==> src/rtl/cal_alarm_pkg.sv <==
package cal_alarm_pkg;
  localparam int FW = 8;   // BCD field width
  localparam int NF = 4;   // fields per alarm: sec, min, hr, day
  localparam int NA = 2;   // number of alarms

  typedef logic [FW-1:0] bcd_t;

  typedef struct packed {
    bcd_t dd;
    bcd_t hr;
    bcd_t mn;
    bcd_t sc;
  } stamp_t;

  // one field agrees when it is masked or equal
  function automatic logic field_ok(input logic msk, input bcd_t want, input bcd_t have);
    return msk | (want == have);
  endfunction

  // all four fields must agree; mask bit 0 sec, 1 min, 2 hr, 3 day
  function automatic logic stamp_ok(input logic [NF-1:0] msk, input stamp_t want,
                                    input stamp_t have);
    return field_ok(msk[0], want.sc, have.sc) &
           field_ok(msk[1], want.mn, have.mn) &
           field_ok(msk[2], want.hr, have.hr) &
           field_ok(msk[3], want.dd, have.dd);
  endfunction
endpackage

==> src/rtl/alarm_unit.sv <==
module alarm_unit
  import cal_alarm_pkg::*;
(
  input  logic          clk,
  input  logic          rst_n,
  input  logic          wr,
  input  stamp_t        w_set,
  input  logic [NF-1:0] w_mask,
  input  logic          w_dysel,
  input  logic          tick,
  input  bcd_t          now_sc,
  input  bcd_t          now_mn,
  input  bcd_t          now_hr,
  input  bcd_t          now_wday,
  input  bcd_t          now_date,
  output logic          hit
);
  stamp_t        set_q;
  logic [NF-1:0] mask_q;
  logic          dysel_q;
  stamp_t        now_s;

  // settings registers (R1 reset to 0, R11 take effect after the edge)
  always_ff @(posedge clk or negedge rst_n) begin
    if (!rst_n) begin
      set_q   <= '0;
      mask_q  <= '0;
      dysel_q <= 1'b0;
    end else if (wr) begin
      set_q   <= w_set;
      mask_q  <= w_mask;
      dysel_q <= w_dysel;
    end
  end

  // current time as seen by this alarm; day select picks the top field
  always_comb begin
    now_s.sc = now_sc;
    now_s.mn = now_mn;
    now_s.hr = now_hr;
    now_s.dd = dysel_q ? now_wday : now_date;
  end

  // evaluated on a tick only, field by field
  assign hit = tick & stamp_ok(mask_q, set_q, now_s);

  p_tick_gate_r2: assert property (@(posedge clk) disable iff (!rst_n)
    !tick |-> !hit);
endmodule

==> src/rtl/alarm_flag.sv <==
module alarm_flag (
  input  logic clk,
  input  logic rst_n,
  input  logic hit,
  input  logic clr,
  input  logic ie,
  output logic flag,
  output logic irq
);
  // set has priority over clear, sticky otherwise
  always_ff @(posedge clk or negedge rst_n) begin
    if (!rst_n)   flag <= 1'b0;
    else if (hit) flag <= 1'b1;
    else if (clr) flag <= 1'b0;
  end

  assign irq = flag & ie;

  p_set_wins_r8: assert property (@(posedge clk) disable iff (!rst_n)
    hit |=> flag);
  p_clear_r7: assert property (@(posedge clk) disable iff (!rst_n)
    (clr && !hit) |=> !flag);
  p_sticky_r7: assert property (@(posedge clk) disable iff (!rst_n)
    (!clr && !hit) |=> $stable(flag));
  p_rise_on_hit_r2: assert property (@(posedge clk) disable iff (!rst_n)
    $rose(flag) |-> $past(hit));
endmodule

==> src/rtl/cal_alarm_cmp.sv <==
module cal_alarm_cmp
  import cal_alarm_pkg::*;
(
  input  logic          clk,
  input  logic          rst_n,
  input  logic          sec_tick,
  input  logic [FW-1:0] now_sec,
  input  logic [FW-1:0] now_min,
  input  logic [FW-1:0] now_hr,
  input  logic [FW-1:0] now_wday,
  input  logic [FW-1:0] now_date,
  input  logic          a1_wr,
  input  logic [FW-1:0] a1_sec,
  input  logic [FW-1:0] a1_min,
  input  logic [FW-1:0] a1_hr,
  input  logic [FW-1:0] a1_day,
  input  logic [NF-1:0] a1_mask,
  input  logic          a1_dysel,
  input  logic          a2_wr,
  input  logic [FW-1:0] a2_min,
  input  logic [FW-1:0] a2_hr,
  input  logic [FW-1:0] a2_day,
  input  logic [NF-2:0] a2_mask,
  input  logic          a2_dysel,
  input  logic          ie_wr,
  input  logic [NA-1:0] ie_d,
  input  logic [NA-1:0] flag_clr,
  output logic [NA-1:0] flag,
  output logic [NA-1:0] irq
);
  logic [NA-1:0] ie_q;
  logic [NA-1:0] hit_w;
  stamp_t        a1_set, a2_set;

  always_ff @(posedge clk or negedge rst_n) begin
    if (!rst_n)     ie_q <= '0;
    else if (ie_wr) ie_q <= ie_d;
  end

  assign a1_set = '{dd: a1_day, hr: a1_hr, mn: a1_min, sc: a1_sec};
  // alarm B: seconds field fixed at 00 and never masked
  assign a2_set = '{dd: a2_day, hr: a2_hr, mn: a2_min, sc: '0};

  alarm_unit u_alm_a (
    .clk(clk), .rst_n(rst_n), .wr(a1_wr), .w_set(a1_set), .w_mask(a1_mask),
    .w_dysel(a1_dysel), .tick(sec_tick), .now_sc(now_sec), .now_mn(now_min),
    .now_hr(now_hr), .now_wday(now_wday), .now_date(now_date), .hit(hit_w[0])
  );

  alarm_unit u_alm_b (
    .clk(clk), .rst_n(rst_n), .wr(a2_wr), .w_set(a2_set), .w_mask({a2_mask, 1'b0}),
    .w_dysel(a2_dysel), .tick(sec_tick), .now_sc(now_sec), .now_mn(now_min),
    .now_hr(now_hr), .now_wday(now_wday), .now_date(now_date), .hit(hit_w[1])
  );

  for (genvar gi = 0; gi < NA; gi++) begin : g_flag
    alarm_flag u_flag (
      .clk(clk), .rst_n(rst_n), .hit(hit_w[gi]), .clr(flag_clr[gi]),
      .ie(ie_q[gi]), .flag(flag[gi]), .irq(irq[gi])
    );
  end

  p_ie_load_r9: assert property (@(posedge clk) disable iff (!rst_n)
    ie_wr |=> (ie_q == $past(ie_d)));
  p_b_on_zero_r6: assert property (@(posedge clk) disable iff (!rst_n)
    hit_w[1] |-> (now_sec == '0));
  p_irq_needs_flag_r9: assert property (@(posedge clk) disable iff (!rst_n)
    (irq & ~flag) == '0);
endmodule

==> config.mk <==
export PLATFORM = sky130hd
export DESIGN_NAME = cal_alarm_cmp
export DESIGN_NICKNAME = d
export VERILOG_FILES = /design/src/rtl/cal_alarm_pkg.sv /design/src/rtl/alarm_unit.sv /design/src/rtl/alarm_flag.sv /design/src/rtl/cal_alarm_cmp.sv
export SDC_FILE = /design/constraint.sdc
export NUM_CORES = 1
export LEC_CHECK = 0
export BUFFER_PORTS_ARGS = -buffer_cell sky130_fd_sc_hd__buf_2
export CORE_UTILIZATION = 40
export DETAILED_ROUTE_END_ITERATION = 12
export GPL_TIMING_DRIVEN = 0
export MAX_ROUTING_LAYER = met4
export PLACE_DENSITY = 0.66
export SLEW_MARGIN = 25
export SYNTH_ARGS = -nofsm -noshare
export SYNTH_HDL_FRONTEND = slang
export SYNTH_SLANG_ARGS = --single-unit
==> constraint.sdc <==
create_clock -name clk -period 3.4 [get_ports clk]
set_clock_uncertainty 0.2 [all_clocks]
set_input_delay 0.51 -clock clk [delete_from_list [all_inputs] [get_ports clk]]
set_output_delay 0.51 -clock clk [all_outputs]
set_load 0.05 [all_outputs]
After elaboration in Yosys (flattened, before gate mapping)
Index checks and enable logic that the tools add are counted.
Operators by class
  reduce and logical (&&, ||, !) cells: 3
  muxes and demuxes: 6
  bitwise gates (word level): 17
  equality and inequality tests: 7
Operators with widths (count)
  $eq A8 B8 Y1: 7
  $mux W8: 2
  $and A1 B1 Y1: 10
  $logic_not A8 Y1: 1
  $or A1 B1 Y1: 7
  $mux W1: 4
  $reduce_bool A2 Y1: 2
Word-level totals
  register bits after elaboration: 69
  bits of input ports: 115
  output and inout port bits: 4
  word-level logic and storage cells: 47

Longest topological paths before layout
Gate-level depths: netlist of the first run.
  depth in word-level cells: 7
  depth in mapped cells: 6
  depth with buffers taken out: 5

Hierarchy
From an unflattened synthesis of the first run, not the netlist that was laid out.
Unflattened totals
  cells, all modules: 279
  area total of the unflattened synthesis: 3787.4 um^2
By module, submodules not included
  alarm_unit: seq. area each 925.9 um^2, area an instance 1813.0 um^2, times used 2, cells each 133
  alarm_flag: seq. area each 25.0 um^2, area an instance 42.5 um^2, times used 2, cells each 4
  cal_alarm_cmp: seq. area each 50.0 um^2, area an instance 76.3 um^2, times used 1, cells each 5

Worst setup path before layout of the first run
OpenSTA, ideal clock, no wires.
  kind: input -> register
  start point: input a2_wr
  end point: register u_alm_b.dysel_q
  buffers on the path: 2
  slack: 1.527 ns
  data required time: 3.075 ns
  setup time: 0.125 ns
  stages on the path: 3
  data arrival time: 1.548 ns
  cell sequence: clkbuf_1 -> clkbuf_1 -> mux2_2
RTL lines
  start, declared: line cal_alarm_cmp.sv:19  | input logic a2_wr,
  end signal, assigned: line alarm_unit.sv:32  | dysel_q <= w_dysel;
  end, declared: line alarm_unit.sv:20  | logic dysel_q;
No word-level cell between the ends.

Worst setup path after layout of the first run
  start point: register u_alm_a.dysel_q
  end point: register g_flag[0].u_flag.flag
Between the ends
  cells in the longest elaborated chain, start to end: 6
  elaborated cells between the ends (all ways): 7
  those cells by class: eq/ne (1); mux (2); bitwise (3); reduce/logical (1)
Ends and longest elaborated chain
  start, declared: line alarm_unit.sv:20
  start signal, assigned: line alarm_unit.sv:32
  $mux W8 (*): line alarm_unit.sv:41  | now_s.dd = dysel_q ? now_wday : now_date;
  $eq A8 B8 Y1 (*): line cal_alarm_pkg.sv:17  | return msk | (want == have);
  $or A1 B1 Y1 (*): line cal_alarm_pkg.sv:17
  $and A1 B1 Y1 (*): line cal_alarm_pkg.sv:25  | field_ok(msk[2], want.hr, have.hr) &
  $and A1 B1 Y1 (*): line alarm_unit.sv:45  | assign hit = tick & stamp_ok(mask_q, set_q, now_s);
  $mux W1 or $reduce_bool A2 Y1 (tied branches)
  end signal, assigned: line alarm_flag.sv:12  | if (!rst_n) flag <= 1'b0;
  end signal, assigned: line alarm_flag.sv:13  | else if (hit) flag <= 1'b1;
  end signal, assigned: line alarm_flag.sv:14  | else if (clr) flag <= 1'b0;
  end, declared: line alarm_flag.sv:7  | output logic flag,
Mark *: on every way between the ends. The rest lies on a longest branch, timed or not.
A chain may end at the register's enable or synchronous reset.

==> metrics.csv, run 1 <==
stage,metric,value,unit
status,status,"finished, final reports clean",
sta,holdWs,0.2020,ns
cells_and_area,final_cell_area,4333,µm²
floorplanning,core,8258,µm²
yosys,ys_async_sr_fraction,100.0,%
sta,setup_viol,0,
worst_setup_path,cp-end-kind,flip-flop,
yosys,syn_inst,252,
place,gp_congestion,0.7269,
place,placed_area,4156,µm²
floorplanning,start_util,41.35,%
clocking,cts-buffers-inserted,9,
sta,rsz0062_at_grt,no,
global_routing,grt.total_usage,18.00,%
floorplanning,rows,33,
clocking,clk-insertion-delay-late,0.34,ns
clocking,cts_setup_buffers,0,
cells_and_area,seq_area,1727,µm²
sta,setup_slack,1.281,ns
global_routing,antenna_found_initial,0,
floorplanning,ios,119,
place,dp_slack,1.112,ns
yosys,yosys_warnings,0,
yosys,yosys-top-cells-area,"dfrtp_1 (51%), mux2_2 (22%), xor2_1 (8.2%)",
yosys,syn_area_per_cell,13.55,µm²
detailed_routing,drt-pass1-iter-count,4,
detailed_routing,drc,0,
global_routing,grt_max_degree,53,
clocking,clock_sinks,69,
yosys,synth.largest_area_cell,dfrtp_1,
run,cap_violations,0,
yosys,ys_seq_area_share,50.57,%
sta,drv_slew,0,
yosys,synth_cell_type_count,18,
cells_and_area,num-nets-final,496,
power_and_ir_drop,powerDensity,434.4,nW/µm²
floorplanning,die_x,94.39,µm
yosys,netlist_top_cells_count,"dfrtp_1 (69), mux2_2 (67), xor2_1 (32)",
worst_setup_path,worstPathMaxFanout,9,
worst_setup_path,setup.worst_path.start_class,flip-flop,
worst_setup_path,path_class,reg2reg,
clocking,cts_htree_levels,3,
cells_and_area,fillers,782,
detailed_routing,detailroute.via_count,2331,
sta,period_share,62.31,%
power_and_ir_drop,peakVddDrop,0.2680,mV
yosys,synth_edf_count,0,
clocking,cts_tree,built,
sta,fmax,472.0,MHz
power_and_ir_drop,p_leak,2.003,nW
detailed_routing,viasPerCell,4.757,
worst_setup_path,crit_start,u_alm_a.dysel_q,
hold_path,hold_path_class,in2reg,
clocking,hold_buffers,1,
sta,tns,0,ns
yosys,ys.flop_type,dfrtp_1,
worst_setup_path,arrival,2.14,ns
clocking,cts.path.max_buffers,2,
sta,min_period,2.119,ns
cells_and_area,n_antenna_cell,0,
detailed_routing,drt-initial-drc-count,35,
clocking,cts_resized,0,
floorplanning,dieHeight,94.39,µm
yosys,syn_area,3415,µm²
worst_setup_path,cp.required,3.43,ns
sta,slew-limit-headroom,56.56,%
sta,tightestPinTransition,0.6516,ns
yosys,syn_nets,367,
place,dp_hpwl,5.698,mm
global_routing,global_route.overflow_total,0,
hold_path,hold_start,a1_min[5],
sta,finalHoldViolations,0,
cells_and_area,multiInputGateArea,1609,µm²
cells_and_area,area_growth,26.90,%
detailed_routing,post_drt_wl_per_cell,14.69,µm
detailed_routing,finalWirelength,7.196,mm
yosys,synth_top_area_share,50.57,%
clocking,clock-root-buffer,clkbuf_8,
yosys,synthMostInstantiatedCell,dfrtp_1,
cells_and_area,drive_gt1_share,53.51,%
place,port_buffers,116,
global_routing,grt_pass1_vias,2472,
cells_and_area,utilization,52.47,%
floorplanning,die_area,8909,µm²
global_routing,grt_pass1_wl,11.56,mm
detailed_routing,ant_nets,0,
clocking,clk_pin_slew,0.07,ns
worst_setup_path,r2r-start,u_alm_a.dysel_q,
yosys,ys_ff_latch,69,
==> per-stage QoR <==
| stage | std cells | total power, mW |
|---|---|---|
| after global placement | 473 | 1.313 |
| after detailed placement | 474 | 1.328 |
| after floorplan | 252 | 1.183 |
| final | 490 | 1.882 |
| after global routing | 490 | 1.990 |
| after CTS | 490 | 1.911 |
==> state kept, by name (all words and copies together), names as in the netlist <==
| name | flops |
|---|---|
| u_alm_a.set_q | 32 |
| u_alm_a.mask_q | 4 |
| u_alm_b.set_q | 24 |
| ie_q | 2 |
| u_alm_b.mask_q | 3 |
| u_alm_b.dysel_q | 1 |
| u_alm_a.dysel_q | 1 |
| g_flag.u_flag.flag | 2 |
==> metal layers <==
layer | wire, µm | global-route usage [%] | vias up
li1 | - | - | 1146
met1 | 3298 | 22.70 | 1090
met2 | 3318 | 27.90 | 85
met3 | 464 | 4.187 | 10
met4 | 114 | 7.308 | 0
met5 | 0 | - | -
==> cells by family (layout without fill, tap and decap cells) <==
| family | Yosys count | in the layout | share of synthesized area (%) |
|---|---|---|---|
| simple gates | 22 | 22 | 3.994 |
| buf+inv | 13 | 146 | 2.309 |
| flops | 69 | 69 | 50.57 |
| mux | 83 | 83 | 26.79 |
| compound gates | 9 | 9 | 1.979 |
| xor+xnor | 56 | 56 | 14.36 |
==> final timing paths <==
path,to,slack [ns],cells after the start
min in group asynchronous,u_alm_a.set_q[26],0.38,2
worst min register to register,ie_q[0],0.30,1
worst max register to register,g_flag[0].u_flag.flag,1.28,6
worst min-delay path,u_alm_a.set_q[13],0.20,2
worst max-delay path,g_flag[0].u_flag.flag,1.28,6
max in group asynchronous,u_alm_b.set_q[29],2.07,3
==> layout by cell type (no fill, tap or decap) <==
cell type / count
dfrtp_1: 69
a21oi_1: 6
o41ai_2: 2
mux2i_1: 16
clkinvlp_4: 2
nor2_1: 1
nand4b_1: 1
clkbuf_1: 8
and2_1: 2
nor4_1: 13
dlygate4sd3_1: 1
mux2_2: 67
buf_2: 115
buf_4: 5
nand2b_1: 2
xor2_1: 32
nor3_1: 1
clkinv_2: 2
o21ai_0: 1
clkbuf_8: 10
nand4_1: 2
xnor2_1: 24
buf_6: 2
buf_16: 1
==> critical path, stage by stage, from the launching register on <==
cell,delay (ns)
dfrtp_1,0.34
buf_6,0.15
mux2i_1,0.28
xnor2_1,0.10
nor4_1,0.40
a21oi_1,0.18
o41ai_2,0.36
==> area by class of cell <==
| class | count | share of cell area [%] |
|---|---|---|
| plain buffers | 13 | 1.819 |
| clock buffers | 11 | 3.263 |
| clock inverters | 4 | 0.5775 |
| multi-input cells | 170 | 37.14 |
| flip-flops and latches | 69 | 39.85 |
| well taps | 105 | 3.032 |
| repair buffers | 118 | 14.32 |
==> report_power, final <==
part / switching, mW / internal (mW) / total [mW]
Combinational: 0.147 / 0.205 / 0.352
Sequential: 0.0519 / 0.902 / 0.953
Clock: 0.299 / 0.278 / 0.577
Note: power is estimated with default switching activity, not from simulation.
==> inputs of run 2 (changes only) <==
--- a/config.mk
+++ b/config.mk
@@ -10,7 +10,7 @@
 export DETAILED_ROUTE_END_ITERATION = 12
 export GPL_TIMING_DRIVEN = 0
 export MAX_ROUTING_LAYER = met4
-export PLACE_DENSITY = 0.66
+export PLACE_DENSITY = 0.69
 export SLEW_MARGIN = 25
 export SYNTH_ARGS = -nofsm -noshare
 export SYNTH_HDL_FRONTEND = slang
==> constraint.sdc (replaced) <==
create_clock -name clk -period 1.9 [get_ports clk]
set_clock_uncertainty 0.2 [all_clocks]
set_input_delay 0.285 -clock clk [delete_from_list [all_inputs] [get_ports clk]]
set_output_delay 0.285 -clock clk [all_outputs]
set_load 0.05 [all_outputs]
==> metrics.csv, run 2 (synthesis results as in run 1) <==
stage,metric,value,unit,change
clocking,cts-buffers-inserted,9,,unchanged
floorplanning,ios,119,,unchanged
global_routing,global_route.overflow_total,0,,unchanged
global_routing,grt_pass1_vias,2943,,+19%
detailed_routing,detailroute.via_count,2680,,+15%
sta,drv_slew,0,,unchanged
worst_setup_path,cp.required,1.93,ns,-1.50 ns
detailed_routing,post_drt_wl_per_cell,15.31,µm,+4.2%
cells_and_area,area_growth,51.12,%,
run,cap_violations,0,,unchanged
sta,setup_viol,0,,unchanged
sta,fmax,540.8,MHz,+15%
cells_and_area,num-nets-final,567,,+14%
place,port_buffers,116,,unchanged
sta,tightestPinTransition,0.6323,ns,-0.01927 ns
global_routing,grt.total_usage,21.67,%,+3.7 points
clocking,clk-insertion-delay-late,0.33,ns,about the same
detailed_routing,drc,0,,unchanged
floorplanning,dieHeight,94.39,µm,unchanged
clocking,clock-root-buffer,clkbuf_8,,
cells_and_area,layout_common_cells,"buf_2 (116), dlygate4sd3_1 (70), dfrtp_1 (69)",,
sta,min_period,1.849,ns,-0.2696 ns
worst_setup_path,slowest_delay,0.37,ns,-0.03 ns
global_routing,grt_max_degree,40,,-25%
detailed_routing,drt-initial-drc-count,52,,+49%
worst_setup_path,arrival,1.88,ns,-0.26 ns
cells_and_area,layout_commonest_cell,buf_2,,
place,placed_area,4149,µm²,-0.18%
hold_path,hold_path_class,in2reg,,
worst_setup_path,worstPathCellList,buf_6 > mux2i_2 > xnor2_1 > nor4_2 > a21oi_2 > o41ai_2,,
cells_and_area,regMostFlops,u_alm_a.set_q,,
clocking,cts.path.max_buffers,2,,unchanged
cells_and_area,multiInputGateArea,1705,µm²,+6.0%
floorplanning,core,8258,µm²,unchanged
detailed_routing,ant_nets,0,,unchanged
floorplanning,rows,33,,unchanged
worst_setup_path,critPathSlowestCell,dfrtp_1,,
global_routing,antenna_found_initial,0,,unchanged
sta,slew-limit-headroom,57.85,%,+1.3 points
place,dp_slack,-0.1670,ns,-1.279 ns
worst_setup_path,path_class,reg2reg,,
power_and_ir_drop,peakVddDrop,0.4838,mV,+81%
cells_and_area,drive_gt1_share,49.02,%,-4.5 points
worst_setup_path,worstPathMaxFanout,5,,-4
floorplanning,die_area,8909,µm²,unchanged
worst_setup_path,setup.worst_path.start_class,flip-flop,,
cells_and_area,reg_top3,"u_alm_a.set_q: 32 flops, u_alm_b.set_q: 24 flops, u_alm_a.mask_q: 4 flops",,
power_and_ir_drop,powerDensity,721.2,nW/µm²,+66%
sta,period_share,97.32,%,+35 points
place,dp_hpwl,5.633,mm,-1.1%
cells_and_area,n_antenna_cell,0,,unchanged
sta,setup_slack,0.05097,ns,-1.230 ns
clocking,cts_tree,built,,
sta,finalHoldViolations,0,,unchanged
cells_and_area,fillers,640,,-18%
cells_and_area,final_cell_area,5160,µm²,+19%
sta,rsz0062_at_grt,yes,,
clocking,cts_setup_buffers,0,,unchanged
clocking,clk_pin_slew,0.07,ns,about the same
detailed_routing,finalWirelength,8.602,mm,+20%
floorplanning,start_util,41.35,%,unchanged
detailed_routing,drt-pass1-iter-count,4,,unchanged
status,status,"finished, final reports clean",,
detailed_routing,viasPerCell,4.769,,+0.24%
floorplanning,die_x,94.39,µm,unchanged
place,gp_congestion,0.7788,,+7.1%
worst_setup_path,cp-end-kind,flip-flop,,
clocking,cts_htree_levels,3,,unchanged
cells_and_area,largest_reg_flops,32,,unchanged
cells_and_area,seq_area,1727,µm²,unchanged
clocking,clock_sinks,69,,unchanged
power_and_ir_drop,p_leak,2.313,nW,+15%
global_routing,grt_pass1_wl,13.93,mm,+20%
## run 2: changes by cell type in the layout (fill, tap and decap cells not counted), moves of 3 or more
cell | before | now
dlygate4sd3_1 | 1 | 70
nor4_1 | 13 | 9
mux2i_1 | 16 | 8
nor4_2 | 0 | 4
mux2i_2 | 0 | 5
mux2i_4 | 0 | 3
## run 2: routing by layer
layer,GRT usage [%],wire [µm],vias to the layer above
met5,-,0,-
met1,24.83,3652,1301
li1,-,-,1282
met3,7.407,440,4
met2,36.96,4481,93
met4,4.103,27,0
## run 2: timing repair
action	in CTS	in global routing
resized for setup	10	9
cloned	1	1
hold buffers	69	1
setup endpoints to repair	2	2
pin swaps	4	5
hold endpoints to repair	97	1
## run 2: worst max-delay path, delay by kind of cell (launching register included)
family                    cells  cell delay, ns
and+or+nand+nor               1            0.34
muxes                         1            0.25
DFF                           1            0.37
AOI/OAI and AO/OA             2            0.34
buffers and inverters         1            0.15
xor gates and xnor gates      1            0.11
## run 2: area by class of cell
type	instances	area share, %
Timing Repair Buffer	189	25.51
Clock buffer	11	2.740
Buffer	13	1.528
Clock inverter	5	1.164
Multi-Input combinational cell	170	33.05
Tap cell	105	2.546
Sequential cell	69	33.46
## run 2: worst paths after layout
| check | from | to | slack, ns | depth (start not counted) |
|---|---|---|---|---|
| setup / recovery | u_alm_a.dysel_q | g_flag[0].u_flag.flag | 0.05 | 6 |
| hold / removal | ie_wr | ie_q[1] | 0.03 | 2 |
| setup reg to reg | u_alm_a.dysel_q | g_flag[0].u_flag.flag | 0.05 | 6 |
| hold reg to reg | u_alm_a.mask_q[1] | u_alm_a.mask_q[1] | 0.31 | 1 |
| max in group asynchronous | rst_n | u_alm_a.set_q[3] | 0.71 | 3 |
| min in group asynchronous | rst_n | u_alm_a.set_q[27] | 0.24 | 2 |
## run 2: power by group
group | switching (mW) | internal [mW] | leakage, nW
combinational | 0.321 | 0.488 | 1.40
clock | 0.554 | 0.645 | 0.0995
sequential | 0.100 | 1.61 | 0.811
## run 2: metrics by stage
step / TNS (ns) / util (%) / std cells / total power [mW] / hold slack, ns
5_1_grt: -0.09351 / 62.48 / 562 / 3.946 / 0.001538
3_5_place_dp: -4.594 / 50.24 / 474 / 2.373 / 0.05098
3_3_place_gp: -7.647 / 49.97 / 473 / 2.348 / 0.2853
2_1_floorplan: 0 / - / 252 / 2.117 / -0.2106
4_1_cts: -0.02560 / 61.77 / 560 / 3.735 / 0.007049
6_report: 0 / 62.48 / 562 / 3.721 / 0.02645
==> inputs of run 3 (changes only) <==
--- a/config.mk
+++ b/config.mk
@@ -6,11 +6,12 @@
 export NUM_CORES = 1
 export LEC_CHECK = 0
 export BUFFER_PORTS_ARGS = -buffer_cell sky130_fd_sc_hd__buf_2
+export CORE_MARGIN = 5
 export CORE_UTILIZATION = 40
 export DETAILED_ROUTE_END_ITERATION = 12
 export GPL_TIMING_DRIVEN = 0
 export MAX_ROUTING_LAYER = met4
-export PLACE_DENSITY = 0.69
+export PLACE_DENSITY = 0.66
 export SLEW_MARGIN = 25
 export SYNTH_ARGS = -nofsm -noshare
 export SYNTH_HDL_FRONTEND = slang
==> constraint.sdc (replaced) <==
create_clock -name clk -period 2 [get_ports clk]
set_clock_uncertainty 0.2 [all_clocks]
set_input_delay 0.3 -clock clk [delete_from_list [all_inputs] [get_ports clk]]
set_output_delay 0.3 -clock clk [all_outputs]
set_load 0.05 [all_outputs]
==> metrics.csv, run 3 (synthesis results as in run 1) <==
stage,metric,value,unit,change
cells_and_area,final_cell_area,5051,µm²,-2.1%
worst_setup_path,crit_family,compound AO/OA/AOI/OAI gates,,
sta,min_period,1.895,ns,+0.04646 ns
worst_setup_path,setup.worst_path.start_class,flip-flop,,
sta,tightestPinTransition,0.6382,ns,+0.005913 ns
power_and_ir_drop,peakVddDrop,0.4123,mV,-15%
floorplanning,die_area,10480,µm²,+18%
hold_path,holdPathEnd,u_alm_a.mask_q[0],,
floorplanning,die_x,102.4,µm,+8.5%
worst_setup_path,cp-end-kind,flip-flop,,
cells_and_area,regMostFlops,u_alm_a.set_q,,
clocking,cts_setup_buffers,0,,unchanged
clocking,clk_pin_slew,0.07,ns,about the same
power_and_ir_drop,powerDensity,710.0,nW/µm²,-1.5%
power_and_ir_drop,p_total,3.586,mW,-3.6%
place,dp_slack,-0.07761,ns,+0.08935 ns
detailed_routing,drt-pass1-iter-count,3,,-1
global_routing,top_usage_layer,met2,,
sta,setup_slack,0.1045,ns,+0.05354 ns
global_routing,grt_max_degree,53,,+33%
worst_setup_path,worstPathMaxFanout,9,,+4
global_routing,antenna_found_initial,0,,unchanged
detailed_routing,finalWirelength,8.780,mm,+2.1%
floorplanning,core,8258,µm²,unchanged
hold_path,hold_start,a1_mask[0],,
hold_path,whs_path_depth,2,,unchanged
floorplanning,start_util,41.35,%,unchanged
sta,setup_viol,0,,unchanged
global_routing,use_met3,3.754,%,-3.7 points
cells_and_area,num-nets-final,558,,-1.6%
sta,holdWs,0.005376,ns,-0.02108 ns
worst_setup_path,slowest_delay,0.34,ns,-0.03 ns
worst_setup_path,r2r-start,u_alm_b.dysel_q,,
clocking,clock_sinks,69,,unchanged
place,port_buffers,116,,unchanged
detailed_routing,detailroute.via_count,2657,,-0.86%
worst_setup_path,cp.required,2.04,ns,+0.11 ns
detailed_routing,viasPerCell,4.805,,+0.76%
global_routing,grt_pass1_wl,13.87,mm,-0.45%
sta,rsz0062_at_grt,yes,,
worst_setup_path,crit_start,u_alm_b.dysel_q,,
worst_setup_path,crit_buf_inv,1,,unchanged
floorplanning,ios,119,,unchanged
global_routing,global_route.overflow_total,0,,unchanged
sta,drv_slew,0,,unchanged
global_routing,grt.total_usage,18.11,%,-3.6 points
cells_and_area,largest_reg_flops,32,,unchanged
sta,tns,0,ns,unchanged
sta,slew-limit-headroom,57.45,%,-0.39 points
worst_setup_path,r2r_cells,6,,unchanged
detailed_routing,post_drt_wl_per_cell,15.88,µm,+3.7%
run,cap_violations,0,,unchanged
detailed_routing,ant_nets,0,,unchanged
clocking,cts-buffers-inserted,9,,unchanged
cells_and_area,layout_common_cells,"buf_2 (116), dfrtp_1 (69), mux2_2 (67)",,
clocking,clock-root-buffer,clkbuf_8,,
worst_setup_path,path_class,reg2reg,,
worst_setup_path,worstPathCellList,buf_6 > mux2i_2 > xnor2_1 > nor4_2 > a21oi_1 > o41ai_2,,
hold_path,hold_path_class,in2reg,,
cells_and_area,fillers,665,,+3.9%
global_routing,gr-usage-met1,21.02,%,-3.8 points
clocking,cts_tree,built,,
sta,finalHoldViolations,0,,unchanged
place,gp_congestion,0.8321,,+6.8%
clocking,clk-insertion-delay-late,0.34,ns,about the same
worst_setup_path,r2r_end,g_flag[1].u_flag.flag,,
sta,fmax,527.6,MHz,-2.5%
cells_and_area,layout_commonest_cell,buf_2,,
place,placed_area,4156,µm²,+0.18%
detailed_routing,drc,0,,unchanged
status,status,"finished, final reports clean",,
worst_setup_path,regToRegSetupSlack,0.10,ns,+0.05 ns
sta,period_share,94.77,%,-2.5 points
place,dp_hpwl,6.219,mm,+10%
cells_and_area,area_growth,47.93,%,
cells_and_area,n_antenna_cell,0,,unchanged
clocking,cts.path.max_buffers,2,,unchanged
floorplanning,dieHeight,102.4,µm,+8.5%
global_routing,grt_pass1_vias,2959,,+0.54%
detailed_routing,drt-initial-drc-count,14,,-73%
cells_and_area,drive_gt1_share,48.66,%,-0.35 points
floorplanning,rows,33,,unchanged
global_routing,met2_usage,30.73,%,-6.2 points
worst_setup_path,arrival,1.93,ns,+0.05 ns
power_and_ir_drop,p_leak,2.288,nW,-1.1%
worst_setup_path,critPathSlowestCell,dfrtp_1,,
clocking,cts_htree_levels,3,,unchanged
cells_and_area,reg_top3,"u_alm_a.set_q: 32 flops, u_alm_b.set_q: 24 flops, u_alm_a.mask_q: 4 flops",,
run 3: changes by cell type in the layout (fill, tap and decap cells not counted), moves of 3 or more:
cell	before	now
dlygate4sd3_1	70	62
mux2i_1	8	11
mux2i_4	3	0
clkbuf_8	10	13
run 3: through the flow:
step / std cells / util (%)
6_report: 553 / 61.17
5_1_grt: 553 / 61.17
4_1_cts: 552 / 60.70
3_5_place_dp: 474 / 50.33
3_3_place_gp: 473 / 49.97
2_1_floorplan: 252 / -
run 3: area by class of cell:
type / count / area (µm²) / area share, %
well taps: 105 / 131.4 / 2.601
multi-input cells: 170 / 1657 / 32.80
flip-flops and latches: 69 / 1727 / 34.18
plain buffers: 13 / 78.83 / 1.561
repair buffers: 180 / 1236 / 24.47
clock inverters: 2 / 38.79 / 0.7679
clock buffers: 14 / 182.7 / 3.617
run 3: worst max-delay path by stage:
stage	cells after the start	slack, ns	end
after floorplan	6	0.29	g_flag[0].u_flag.flag
after detailed placement	3	-0.08	u_alm_b.set_q[19]
after CTS	6	0.01	g_flag[0].u_flag.flag
after global placement	3	-0.07	u_alm_b.set_q[19]
after global routing	6	-0.08	g_flag[1].u_flag.flag
final	6	0.10	g_flag[1].u_flag.flag
run 3: where the power goes:
group          internal [mW]  switching [mW]  total, mW  leakage [nW]
clock                  0.716           0.514       1.23         0.113
sequential              1.53          0.0920       1.62         0.811
combinational          0.439           0.293      0.731          1.36
total                   2.69           0.899       3.59          2.29
run 3: repair_timing:
action,in CTS,in global routing
hold buffers,62,0
setup endpoints to repair,1,2
hold endpoints to repair,130,0
gates cloned,0,1
gates resized for setup,3,7
pin swaps,0,3
run 3: per-layer routing:
metal | vias to the layer above | part of all wire, % | routed length, µm
met5 | - | 0 | 0
met3 | 13 | 5.6 | 496
met1 | 1294 | 43 | 3740
li1 | 1269 | - | -
met4 | 0 | 1.7 | 151
met2 | 81 | 50 | 4391
